$ cat config.mk
export PLATFORM = sky130hd
export DESIGN_NAME = rsc_term_enc
export DESIGN_NICKNAME = d
export VERILOG_FILES = /design/src/rtl/rsc_pkg.sv /design/src/rtl/rsc_step.sv /design/src/rtl/rsc_blk_ctrl.sv /design/src/rtl/rsc_term_enc.sv
export SDC_FILE = /design/constraint.sdc
export NUM_CORES = 1
export LEC_CHECK = 0
export ABC_AREA = 1
export CORE_ASPECT_RATIO = 0.5
export CORE_MARGIN = 8
export CORE_UTILIZATION = 45
export DETAILED_ROUTE_END_ITERATION = 7
export DONT_BUFFER_PORTS = 1
export SYNTH_ARGS = -nofsm -noshare
export SYNTH_HDL_FRONTEND = slang
export SYNTH_SLANG_ARGS = --single-unit
export TNS_END_PERCENT = 20
$ cat constraint.sdc
create_clock -name clk -period 4.5 [get_ports clk]
set_input_delay 0.45 -clock clk [delete_from_list [all_inputs] [get_ports clk]]
set_output_delay 0.45 -clock clk [all_outputs]
set_load 0.1 [all_outputs]
$ cat src/rtl/rsc_pkg.sv
// Shared types for the terminated recursive systematic encoder.
// Assumes a maximum register memory of four stages (16 states).
package rsc_pkg;
    localparam int RSC_MAX_MEM = 4;

    // Code configuration: size select plus tap vectors, bit i = stage i+1.
    typedef struct packed {
        logic                   short_mode;
        logic [RSC_MAX_MEM-1:0] fb_taps;
        logic [RSC_MAX_MEM-1:0] ff_taps;
    } rsc_cfg_t;

    // Result of one trellis step.
    typedef struct packed {
        logic sys;
        logic par;
        logic fb;
    } rsc_step_t;
endpackage

$ cat src/rtl/rsc_step.sv
// Combinational trellis step: from the current state, configuration and
// input bit, forms the feedback bit, systematic and parity outputs and
// the next state. In tail steps the input is replaced by the feedback sum
// so that a zero shifts in. Assumes the state beyond the active memory is zero.
module rsc_step
    import rsc_pkg::*;
#(
    parameter int MEM       = RSC_MAX_MEM,
    parameter int SHORT_MEM = 2
) (
    input  logic [MEM-1:0] state,
    input  rsc_cfg_t       cfg,
    input  logic           in_bit,
    input  logic           tail,
    output rsc_step_t      res,
    output logic [MEM-1:0] next_state
);
    logic [MEM-1:0] stage_mask;
    logic [MEM-1:0] fb_used;
    logic [MEM-1:0] ff_used;
    logic           fb_sum;
    logic           u;

    // Mask of stages present in the selected code size.
    generate
        for (genvar i = 0; i < MEM; i++) begin : g_mask
            if (i < SHORT_MEM) begin : g_always
                assign stage_mask[i] = 1'b1;
            end else begin : g_long_only
                assign stage_mask[i] = ~cfg.short_mode;
            end
        end
    endgenerate

    // Feedback sum, tail input selection and parity.
    always_comb begin
        fb_used = cfg.fb_taps & stage_mask;
        ff_used = cfg.ff_taps & stage_mask;
        fb_sum  = ^(state & fb_used);
        u       = tail ? fb_sum : in_bit;
        res.sys = u;
        res.fb  = u ^ fb_sum;
        res.par = res.fb ^ (^(state & ff_used));
    end

    // Shift register: feedback into s1, each stage takes its neighbour.
    generate
        for (genvar i = 0; i < MEM; i++) begin : g_shift
            if (i == 0) begin : g_head
                assign next_state[i] = stage_mask[i] & res.fb;
            end else begin : g_body
                assign next_state[i] = stage_mask[i] & state[i-1];
            end
        end
    endgenerate
endmodule

$ cat src/rtl/rsc_blk_ctrl.sv
// Block sequencer: counts coded steps in a block, captures configuration
// at step 0, decides when tail steps run and when input is accepted.
// Assumes BLK_LEN exceeds the register memory.
module rsc_blk_ctrl
    import rsc_pkg::*;
#(
    parameter int MEM       = RSC_MAX_MEM,
    parameter int SHORT_MEM = 2,
    parameter int BLK_LEN   = 4096
) (
    input  logic     clk,
    input  logic     rst_n,
    input  logic     in_valid,
    input  rsc_cfg_t cfg_live,
    output rsc_cfg_t cfg_eff,
    output logic     fire,
    output logic     first,
    output logic     last,
    output logic     tail,
    output logic     in_ready
);
    localparam int             CNT_W      = $clog2(BLK_LEN);
    localparam logic [CNT_W-1:0] LAST_IDX  = CNT_W'(BLK_LEN - 1);
    localparam logic [CNT_W-1:0] TAIL_LONG = CNT_W'(BLK_LEN - MEM);
    localparam logic [CNT_W-1:0] TAIL_SHRT = CNT_W'(BLK_LEN - SHORT_MEM);

    logic [CNT_W-1:0] cnt;
    rsc_cfg_t         cfg_q;
    logic [CNT_W-1:0] tail_start;

    // Decode the phase of the current step.
    always_comb begin
        tail_start = cfg_q.short_mode ? TAIL_SHRT : TAIL_LONG;
        first      = (cnt == '0);
        tail       = !first && (cnt >= tail_start);
        last       = (cnt == LAST_IDX);
        in_ready   = !tail;
        fire       = tail || in_valid;
        cfg_eff    = first ? cfg_live : cfg_q;
    end

    // Step counter, wraps at the end of the block.
    always_ff @(posedge clk) begin
        if (!rst_n) begin
            cnt <= '0;
        end else if (fire) begin
            cnt <= last ? '0 : cnt + 1'b1;
        end
    end

    // Capture the configuration on the first step of a block.
    always_ff @(posedge clk) begin
        if (!rst_n) begin
            cfg_q <= '0;
        end else if (fire && first) begin
            cfg_q <= cfg_live;
        end
    end

    AST_CNT_RANGE: assert property (@(posedge clk) disable iff (!rst_n)
        cnt <= LAST_IDX);
    AST_TAIL_BACK_TO_BACK: assert property (@(posedge clk) disable iff (!rst_n)
        (tail && !last) |=> tail);
endmodule

$ cat src/rtl/rsc_term_enc.sv
// Top of the terminated recursive systematic convolutional encoder.
// Accepts one bit per handshake, adds the tail steps at the end of each
// block and registers the coded pair with block markers.
// Assumes the configuration inputs are quasi-static (captured at step 0).
module rsc_term_enc
    import rsc_pkg::*;
#(
    parameter int BLK_LEN   = 4096,
    parameter int SHORT_MEM = 2
) (
    input  logic                   clk,
    input  logic                   rst_n,
    input  logic                   cfg_short,
    input  logic [RSC_MAX_MEM-1:0] cfg_fb_taps,
    input  logic [RSC_MAX_MEM-1:0] cfg_ff_taps,
    input  logic                   in_valid,
    input  logic                   in_bit,
    output logic                   in_ready,
    output logic                   out_valid,
    output logic                   out_sys,
    output logic                   out_par,
    output logic                   out_first,
    output logic                   out_last,
    output logic                   term_err
);
    localparam int MEM = RSC_MAX_MEM;

    rsc_cfg_t       cfg_live;
    rsc_cfg_t       cfg_eff;
    logic           fire;
    logic           first;
    logic           last;
    logic           tail;
    logic [MEM-1:0] state_q;
    logic [MEM-1:0] state_eff;
    logic [MEM-1:0] state_nxt;
    rsc_step_t      res;

    // Pack the configuration pins.
    always_comb begin
        cfg_live.short_mode = cfg_short;
        cfg_live.fb_taps    = cfg_fb_taps;
        cfg_live.ff_taps    = cfg_ff_taps;
        state_eff           = first ? '0 : state_q;
    end

    rsc_blk_ctrl #(
        .MEM       (MEM),
        .SHORT_MEM (SHORT_MEM),
        .BLK_LEN   (BLK_LEN)
    ) u_ctrl (
        .clk      (clk),
        .rst_n    (rst_n),
        .in_valid (in_valid),
        .cfg_live (cfg_live),
        .cfg_eff  (cfg_eff),
        .fire     (fire),
        .first    (first),
        .last     (last),
        .tail     (tail),
        .in_ready (in_ready)
    );

    rsc_step #(
        .MEM       (MEM),
        .SHORT_MEM (SHORT_MEM)
    ) u_step (
        .state      (state_eff),
        .cfg        (cfg_eff),
        .in_bit     (in_bit),
        .tail       (tail),
        .res        (res),
        .next_state (state_nxt)
    );

    // Encoder register, advanced on every step.
    always_ff @(posedge clk) begin
        if (!rst_n) begin
            state_q <= '0;
        end else if (fire) begin
            state_q <= state_nxt;
        end
    end

    // Output register for the coded pair, markers and end check.
    always_ff @(posedge clk) begin
        if (!rst_n) begin
            out_valid <= 1'b0;
            out_sys   <= 1'b0;
            out_par   <= 1'b0;
            out_first <= 1'b0;
            out_last  <= 1'b0;
            term_err  <= 1'b0;
        end else begin
            out_valid <= fire;
            out_sys   <= res.sys;
            out_par   <= res.par;
            out_first <= fire && first;
            out_last  <= fire && last;
            term_err  <= fire && last && (state_nxt != '0);
        end
    end

    AST_RESET_IDLE: assert property (@(posedge clk)
        !rst_n |=> !out_valid);
    AST_SYS_PASS: assert property (@(posedge clk) disable iff (!rst_n)
        (in_valid && in_ready) |=> (out_valid && out_sys == $past(in_bit)));
    AST_END_ZERO: assert property (@(posedge clk) disable iff (!rst_n)
        (out_valid && out_last) |-> !term_err);
    AST_ERR_ONLY_LAST: assert property (@(posedge clk) disable iff (!rst_n)
        term_err |-> out_last);
endmodule

==> results of run 1 <==
==> metal layers <==
layer	up-vias	GRT usage, %	part of all wire [%]
met2	17	18.37	41
met5	-	0	0
met4	0	6.198	1.8
li1	735	-	-
met3	8	4.098	5.3
met1	601	16.63	51
==> worst reg2reg max path: stages (launching register included) <==
cell	delay [ns]
dfxtp_1	0.35
inv_1	0.08
ha_1	0.27
nand2_1	0.07
a21oi_1	0.06
nand2_2	0.46
nand2_4	0.25
nand2_2	0.16
inv_1	0.07
a21oi_1	0.29
inv_1	0.17
nor3b_2	0.19
==> registers in the layout (all words and copies together), names as in the netlist <==
signal	flops
out_valid	1
state_q	4
u_ctrl.cnt	12
out_last	1
out_sys	1
term_err	1
out_par	1
u_ctrl.cfg_q	9
out_first	1
==> Yosys cell counts <==
master,number
a211oi_1,1
a21boi_2,1
a21oi_1,22
a21oi_2,1
and3_1,2
buf_2,3
buf_6,1
dfxtp_1,31
ha_1,3
inv_1,19
inv_2,6
nand2_1,48
nand2_2,11
nand2_4,2
nand3_1,24
nand3_2,6
nor2_1,8
nor2_2,4
nor2_4,4
nor2_8,1
nor3_1,3
nor3b_1,1
nor3b_2,1
nor4_2,1
o21ai_0,13
o31ai_1,1
or2_4,1
xnor2_1,1
xnor2_2,1
xor2_1,1
==> kinds of logic (layout without fill, tap and decap cells) <==
kind of cell,after synthesis,after routing,share of synthesized area (%)
xor gates and xnor gates,3,3,2.032
buffers and inverters,29,33,7.223
adders and majority gates,3,3,2.258
and+or+nand+nor,117,117,38.52
DFF,31,31,37.32
AOI/OAI and AO/OA,39,39,12.64
==> cell type report <==
type / instances / area share (%)
multi-input combinational: 162 / 50.72
sequential: 31 / 34.14
clock buffer: 6 / 4.542
inverter: 25 / 5.162
tap: 51 / 3.510
clock inverter: 2 / 1.927
==> metrics by stage <==
step,instance area (um2),hold slack (ns),utilization [%],worst slack [ns],std cells
after floorplan,1663,0.4236,-,2.404,222
after global placement,1700,0.4343,48.71,2.104,269
after detailed placement,1700,0.4421,48.71,2.026,269
after CTS,1818,0.2520,52.08,1.994,277
after global routing,1818,0.2620,52.08,1.736,277
final,1818,0.2612,52.08,1.999,277
==> final timing paths <==
path                           startpoint                           end  slack, ns  depth (start not counted)
max            u_ctrl.cnt[1]$_SDFFE_PN0P_   u_ctrl.cnt[11]$_SDFFE_PN0P_       2.00                         11
min                        cfg_ff_taps[3]  u_ctrl.cfg_q[3]$_SDFFE_PN0P_       0.26                          2
max reg2reg    u_ctrl.cnt[1]$_SDFFE_PN0P_   u_ctrl.cnt[11]$_SDFFE_PN0P_       2.00                         11
min reg2reg  u_ctrl.cfg_q[5]$_SDFFE_PN0P_  u_ctrl.cfg_q[5]$_SDFFE_PN0P_       0.45                          2
==> power groups by stage <==
stage,clock (mW),combinational [mW],sequential (mW)
2_1_floorplan,0,0.0517,0.315
4_1_cts,0.295,0.0583,0.311
6_report,0.286,0.0576,0.311
3_5_place_dp,0,0.0576,0.317
5_1_grt,0.307,0.0665,0.313
3_3_place_gp,0,0.0563,0.317
==> flow_summary.ini, run 1 <==
[min_path]
hold_class = in -> reg

[synth]
ys_types = 30
syn-num-nets = 238
ys_warn_count = 0
ys_seq_elements = 31
synth_area_leader_cell = dfxtp_1
synth.top_cell.area_share_pct = 37.32
syn_area_mm2 = 0.001663
synth_seq_area_share_pct = 37.32
avgSynthCellArea_um2 = 7.490
synthTopCellsByArea = dfxtp_1, nand2_1, nand3_1
synth_cells = 222

[die]
initial_core_util_pct = 47.63
ios = 20
fp.coreArea_mm2 = 0.003491
rows = 15
die_area_mm2 = 0.006014
die_y_um = 58.99
die_x_um = 102.0

[global_routing]
grt_pass1_vias = 1269
grt_pass1_wl_mm = 5.947
grt_max_degree = 16
grt_antenna_before_repair = 0
overflow = 0
grt_usage_pct = 12.74

[clock_network]
htreeDepth = 2
cts_buffer_depth = 2
cts_setup_buffers = 0
cts_tree = yes
ctsHoldBuffers = 0
clock-root-buffer = clkbuf_8
cts-buffers-inserted = 5
clkLatencyLatePin_ns = 0.29
cts_resized = 0
clock-sinks = 31
clk_pin_slew_ns = 0.07

[critical_path]
crit_type = reg -> reg
crit_slowest_cell = nand2_2
required_ns = 4.72
path_common_cell = inv_1
endpoint_kind = register
cp_max_fo = 15
crit_buf_inv = 3
cp_cell_sequence = inv_1, ha_1, nand2_1, a21oi_1, nand2_2, nand2_4, nand2_2, inv_1, a21oi_1, inv_1, nor3b_2
max_stage_delay_ns = 0.46
cp.arrival_ns = 2.72
cp_top_family = simple AND/OR/NAND/NOR gates
critPathLaunchType = register

[timing]
worst_slew_pin_slew_ns = 0.9418
fmax_mhz = 399.9
rsz0062_at_grt = false
finalSetupViolCount = 0
finalCritPeriodShare_pct = 55.57
final.setup.tns_ns = 0
period_needed_ns = 2.501
hold_viol_final = 0
fin_worst_skew_ns = 0.007758
slew_headroom_pct = 37.13
final-max-slew-violation-count = 0

[placement]
gp_congestion = 0.8488
io_buffers = 0
place_hpwl_mm = 2.575

[pwr]
power_frac_seq_pct = 47.5
internal_power_mw = 0.4848
power_mw = 0.6547
ir_worst_vdd_mv = 0.1579
combPwrFrac_pct = 8.8
p_sw_share_pct = 25.95
pwr-share-clk_pct = 43.7
power.leakage_nw = 0.7737
p_switching_mw = 0.1699
power.density_mw_per_mm2 = 360.1

[layout]
num-nets-final = 241
final_common_cell = nand2_1
register_area_um2 = 620.6
layout_common_cells = nand2_1, dfxtp_1, nand3_1
multiInputGateArea_um2 = 922.1
antennaDiodeCount = 0
nFillCells = 345
areaGrowthSynthToFinish_pct = 9.330
drive_above_1_share_pct = 21.24

[routing]
drt_pass1_iterations = 4
routed_wl_mm = 3.471
vias_per_cell = 4.913
routedWlPerCell_um = 12.53
route.detailed.drc = 0
drtAntennaViolNets = 0
drt_iter0_drc = 47
dr_total_vias = 1361

[job]
maxCapViolations = 0

[outcome]
status = finished, final reports clean
Power figures use the tool's default switching activity.
==> inputs of run 2 (changes only) <==
==> constraint.sdc (replaced) <==
create_clock -name clk -period 2.4 [get_ports clk]
set_input_delay 0.24 -clock clk [delete_from_list [all_inputs] [get_ports clk]]
set_output_delay 0.24 -clock clk [all_outputs]
set_load 0.1 [all_outputs]
==> flow_summary.ini, run 2 (synthesis results as in run 1) <==
[clock_network]
cts-buffers-inserted = 5
clk_pin_slew_ns = 0.06
cts_resized = 0
clock-root-buffer = clkbuf_8
clock-sinks = 31
htreeDepth = 2
ctsHoldBuffers = 0
cts_setup_buffers = 0
clkLatencyLatePin_ns = 0.27
cts_tree = yes
cts_buffer_depth = 2

[die]
rows = 15
die_x_um = 102.0
die_area_mm2 = 0.006014
fp.coreArea_mm2 = 0.003491
ios = 20
die_y_um = 58.99
initial_core_util_pct = 47.63

[pwr]
power.density_mw_per_mm2 = 594.6
p_switching_mw = 0.2922
p_sw_share_pct = 27.61
pwr-share-clk_pct = 34.7
ir_worst_vdd_mv = 0.1946
internal_power_mw = 0.7664
combPwrFrac_pct = 10.2
power_frac_seq_pct = 55.1
power.leakage_nw = 0.7538

[min_path]
hold_class = in -> reg

[timing]
finalCritPeriodShare_pct = 83.18
slew_headroom_pct = 37.03
final.setup.tns_ns = 0
fin_worst_skew_ns = 0.004621
fmax_mhz = 500.9
final-max-slew-violation-count = 0
worst_slew_pin_slew_ns = 0.9433
rsz0062_at_grt = false
final.setup.worst_slack_ns = 0.4036
finalSetupViolCount = 0
period_needed_ns = 1.996
hold_viol_final = 0

[critical_path]
endpoint_kind = register
cp.arrival_ns = 2.16
required_ns = 2.56
cp_cell_sequence = inv_1, ha_1, nand2_2, nor2_4, nand2_4, nand3_1, inv_1, nand2_1, nand2_1, nand3_2, nand2_1, nand2_2, a21oi_1, nor2_1
crit_type = reg -> reg
cp_max_fo = 12
crit_buf_inv = 2
critPathLaunchType = register
cp_top_family = simple AND/OR/NAND/NOR gates
max_stage_delay_ns = 0.38
path_common_cell = nand2_1
crit_slowest_cell = dfxtp_1

[placement]
place_hpwl_mm = 2.661
io_buffers = 0
gp_congestion = 0.8704
preCtsSetupSlack_ns = 0.4226

[layout]
num-nets-final = 242
nFillCells = 348
antennaDiodeCount = 0
largest_register_ffs = 12
multiInputGateArea_um2 = 922.1
top_regs = u_ctrl.cnt: 12 flops, u_ctrl.cfg_q: 9 flops, state_q: 4 flops
register_area_um2 = 620.6
drive_above_1_share_pct = 20.44
layout_common_cells = nand2_1, dfxtp_1, nand3_1
final_common_cell = nand2_1
areaGrowthSynthToFinish_pct = 7.073
regMostFlops = u_ctrl.cnt

[global_routing]
grt_pass1_vias = 1301
grt_pass1_wl_mm = 5.865
grt_antenna_before_repair = 0
grt_max_degree = 16
grt_usage_pct = 12.43
overflow = 0

[routing]
routed_wl_mm = 3.485
drt_pass1_iterations = 4
route.detailed.drc = 0
routedWlPerCell_um = 12.63
dr_total_vias = 1365
vias_per_cell = 4.946
drt_iter0_drc = 36
drtAntennaViolNets = 0

[outcome]
status = finished, final reports clean

[job]
maxCapViolations = 0
## run 2: changes by cell type in the layout (fill, tap and decap cells not counted), sizes merged
| cell | previous run | this run |
|---|---|---|
| buf | 0 | 1 |
| clkinv | 1 | 0 |
| bufinv | 1 | 0 |
## run 2: power by group through the flow
stage / logic (mW) / registers, mW / clock network, mW
floorplan: 0.0969 / 0.591 / 0
global placement: 0.108 / 0.595 / 0
detailed placement: 0.108 / 0.595 / 0
CTS: 0.108 / 0.583 / 0.387
global route: 0.125 / 0.586 / 0.415
finish: 0.108 / 0.583 / 0.368
## run 2: path summary, 6_finish.rpt
check	slack (ns)	start	cells past startpoint	endpoint
setup / recovery	0.40	u_ctrl.cnt[0]$_SDFFE_PN0P_	14	out_par$_SDFF_PN0_
hold / removal	0.07	cfg_ff_taps[2]	2	u_ctrl.cfg_q[2]$_SDFFE_PN0P_
setup reg to reg	0.40	u_ctrl.cnt[0]$_SDFFE_PN0P_	14	out_par$_SDFF_PN0_
hold reg to reg	0.46	u_ctrl.cfg_q[5]$_SDFFE_PN0P_	2	u_ctrl.cfg_q[5]$_SDFFE_PN0P_
## run 2: final cells by class
type	count	area share [%]
sequential	31	34.86
tap	51	3.584
inverter	25	5.271
clock buffer	6	4.076
multi-input combinational	162	51.79
timing repair buffer	1	0.4216
## run 2: metrics by stage
| step | hold WS [ns] | cells | power, mW | area (um2) | util, % |
|---|---|---|---|---|---|
| 2_1_floorplan | 0.3431 | 222 | 0.6875 | 1663 | - |
| 3_3_place_gp | 0.3454 | 270 | 0.7022 | 1708 | 48.92 |
| 3_5_place_dp | 0.3529 | 270 | 0.7022 | 1708 | 48.92 |
| 4_1_cts | 0.06502 | 276 | 1.078 | 1780 | 51.00 |
| 5_1_grt | 0.05963 | 276 | 1.126 | 1780 | 51.00 |
| 6_report | 0.07152 | 276 | 1.059 | 1780 | 51.00 |
## run 2: worst register-to-register path: cells and delay by family, from the launching register on
family,cells,cell delay (ns)
adder cells (fa/ha/maj),1,0.22
buffers and inverters,2,0.23
flip-flops,1,0.38
AO/OA/AOI/OAI,1,0.13
AND/OR/NAND/NOR,10,0.92
## run 2: per-layer routing
metal  vias to the layer above  global-route usage [%]  wire length [um]
met4                         0                   3.926                11
li1                        735                       -                 -
met5                         -                       0                 0
met2                        23                   19.65              1539
met3                         2                   4.801               163
met1                       605                   15.19              1770
==> inputs of run 3 (changes only) <==
==> constraint.sdc (replaced) <==
create_clock -name clk -period 1.76 [get_ports clk]
set_input_delay 0.176 -clock clk [delete_from_list [all_inputs] [get_ports clk]]
set_output_delay 0.176 -clock clk [all_outputs]
set_load 0.1 [all_outputs]
==> flow_summary.ini, run 3 (synthesis results as in run 1) <==
[clock_network]
cts_tree = yes
clkLatencyLatePin_ns = 0.28
cts-buffers-inserted = 5
cts_buffer_depth = 2
clock-root-buffer = clkbuf_8
clk_pin_slew_ns = 0.07
htreeDepth = 2
clock-sinks = 31

[critical_path]
crit_type = reg -> reg
max_stage_delay_ns = 0.34
cp.arrival_ns = 2.13
cp_top_family = simple AND/OR/NAND/NOR gates
cp_cell_sequence = inv_4, ha_4, nand2_4, nor2_4, buf_6, nand3_2, a21oi_2, nand2_1, nand3_4, nand3_4, nand3_2, nand2_1, nor2_1
endpoint_kind = register
cp_max_fo = 4
critPathLaunchType = register
crit_buf_inv = 2
required_ns = 1.97
crit_slowest_cell = dfxtp_2

[routing]
drt_iter0_drc = 35
route.detailed.drc = 0
routed_wl_mm = 4.124
dr_total_vias = 1578
drtAntennaViolNets = 0
vias_per_cell = 5.074
drt_pass1_iterations = 4
routedWlPerCell_um = 13.26

[die]
rows = 15
die_area_mm2 = 0.006014
fp.coreArea_mm2 = 0.003491
initial_core_util_pct = 47.63
die_y_um = 58.99
ios = 20
die_x_um = 102.0

[global_routing]
overflow = 0
grt_max_degree = 16
grt_usage_pct = 14.44
grt_pass1_vias = 1500
grt_antenna_before_repair = 0
grt_pass1_wl_mm = 6.810

[layout]
num-nets-final = 275
register_area_um2 = 623.1
areaGrowthSynthToFinish_pct = 40.18
largest_register_ffs = 12
design_area_mm2 = 0.002331
nFillCells = 304
final_common_cell = nand2_1
layout_common_cells = nand2_1, dfxtp_1, buf_4
regMostFlops = u_ctrl.cnt
multiInputGateArea_mm2 = 0.001145
postLayoutCoreUtil_pct = 66.77
antennaDiodeCount = 0
top_regs = u_ctrl.cnt: 12 flops, u_ctrl.cfg_q: 9 flops, state_q: 4 flops
final_cells = 311
drive_above_1_share_pct = 43.85

[timing]
final-max-slew-violation-count = 0
fmax_mhz = 520.3
finalCritPeriodShare_pct = 109.2
final.setup.tns_ns = -0.3243
finalSetupViolCount = 4
period_needed_ns = 1.922
final.setup.worst_slack_ns = -0.1620
worst_slew_pin_slew_ns = 0.4553
fin_worst_skew_ns = 0.003656
hold_viol_final = 0
rsz0062_at_grt = true
slew_headroom_pct = 69.39
whs_ns = 0.03314

[placement]
preCtsSetupSlack_ns = -0.06508
dp.cells = 294
gp_congestion = 0.8235
io_buffers = 0
place_hpwl_mm = 2.835
place_area_mm2 = 0.001917

[outcome]
violations = negative setup slack
status = finished, violations left

[pwr]
ir_worst_vdd_mv = 0.4189
power.density_mw_per_mm2 = 768.8
power.leakage_nw = 1.012
power_mw = 1.792

[job]
maxCapViolations = 0

[min_path]
hold_class = in -> reg
-- run 3: changes by cell type in the layout (fill, tap and decap cells not counted), moves of 3 or more --
cell | previous run | this run
nand2_1 | 48 | 36
inv_2 | 6 | 10
nand2_4 | 2 | 9
buf_6 | 0 | 4
nand3_1 | 24 | 16
a21oi_4 | 0 | 3
nand2_2 | 11 | 17
dlygate4sd3_1 | 0 | 4
nand3_2 | 6 | 10
inv_1 | 19 | 14
nand3_4 | 0 | 4
buf_4 | 1 | 24
a21oi_1 | 22 | 17
-- run 3: what timing repair did --
item / CTS / global route
endpoints found under the setup margin: 5 / 17
endpoints found under the hold margin: 4 / 0
setup buffers: 1 / 3
hold buffers: 4 / 0
pin swaps: 5 / 15
gates resized for setup: 11 / 41
gates cloned: 1 / 0
-- run 3: report_power, final --
part / internal (mW) / leakage [nW] / total (mW) / switching [mW]
clock: 0.458 / 0.0612 / 0.728 / 0.270
sequential: 0.734 / 0.254 / 0.755 / 0.0216
combinational: 0.120 / 0.696 / 0.309 / 0.189
total: 1.31 / 1.01 / 1.79 / 0.481
-- run 3: area by class of cell --
| cell class | instances | area share [%] |
|---|---|---|
| Clock buffer | 6 | 3.543 |
| Clock inverter | 2 | 1.503 |
| Inverter | 25 | 4.133 |
| Multi-Input combinational cell | 163 | 49.11 |
| Sequential cell | 31 | 26.73 |
| Tap cell | 51 | 2.738 |
| Timing Repair Buffer | 33 | 12.24 |
-- run 3: final timing paths --
| path | from | to | slack, ns | cells past startpoint |
|---|---|---|---|---|
| setup reg to reg | u_ctrl.cnt[1]$_SDFFE_PN0P_ | out_par$_SDFF_PN0_ | -0.16 | 13 |
| hold reg to reg | u_ctrl.cfg_q[1]$_SDFFE_PN0P_ | u_ctrl.cfg_q[1]$_SDFFE_PN0P_ | 0.46 | 2 |
| setup / recovery | u_ctrl.cnt[1]$_SDFFE_PN0P_ | out_par$_SDFF_PN0_ | -0.16 | 13 |
| hold / removal | rst_n | u_ctrl.cfg_q[1]$_SDFFE_PN0P_ | 0.03 | 2 |
-- run 3: layer usage --
| layer | wire, um | up-vias | GRT usage [%] |
|---|---|---|---|
| met1 | 1861 | 733 | 17.66 |
| met2 | 1938 | 33 | 22.87 |
| met3 | 222 | 10 | 4.215 |
| li1 | - | 802 | - |
| met5 | 0 | - | 0 |
| met4 | 102 | 0 | 6.818 |
-- run 3: worst register-to-register path, stage by stage (launching register included) --
cell	delay, ns
dfxtp_2	0.34
inv_4	0.08
ha_4	0.14
nand2_4	0.06
nor2_4	0.18
buf_6	0.14
nand3_2	0.08
a21oi_2	0.17
nand2_1	0.13
nand3_4	0.13
nand3_4	0.11
nand3_2	0.08
nand2_1	0.07
nor2_1	0.15
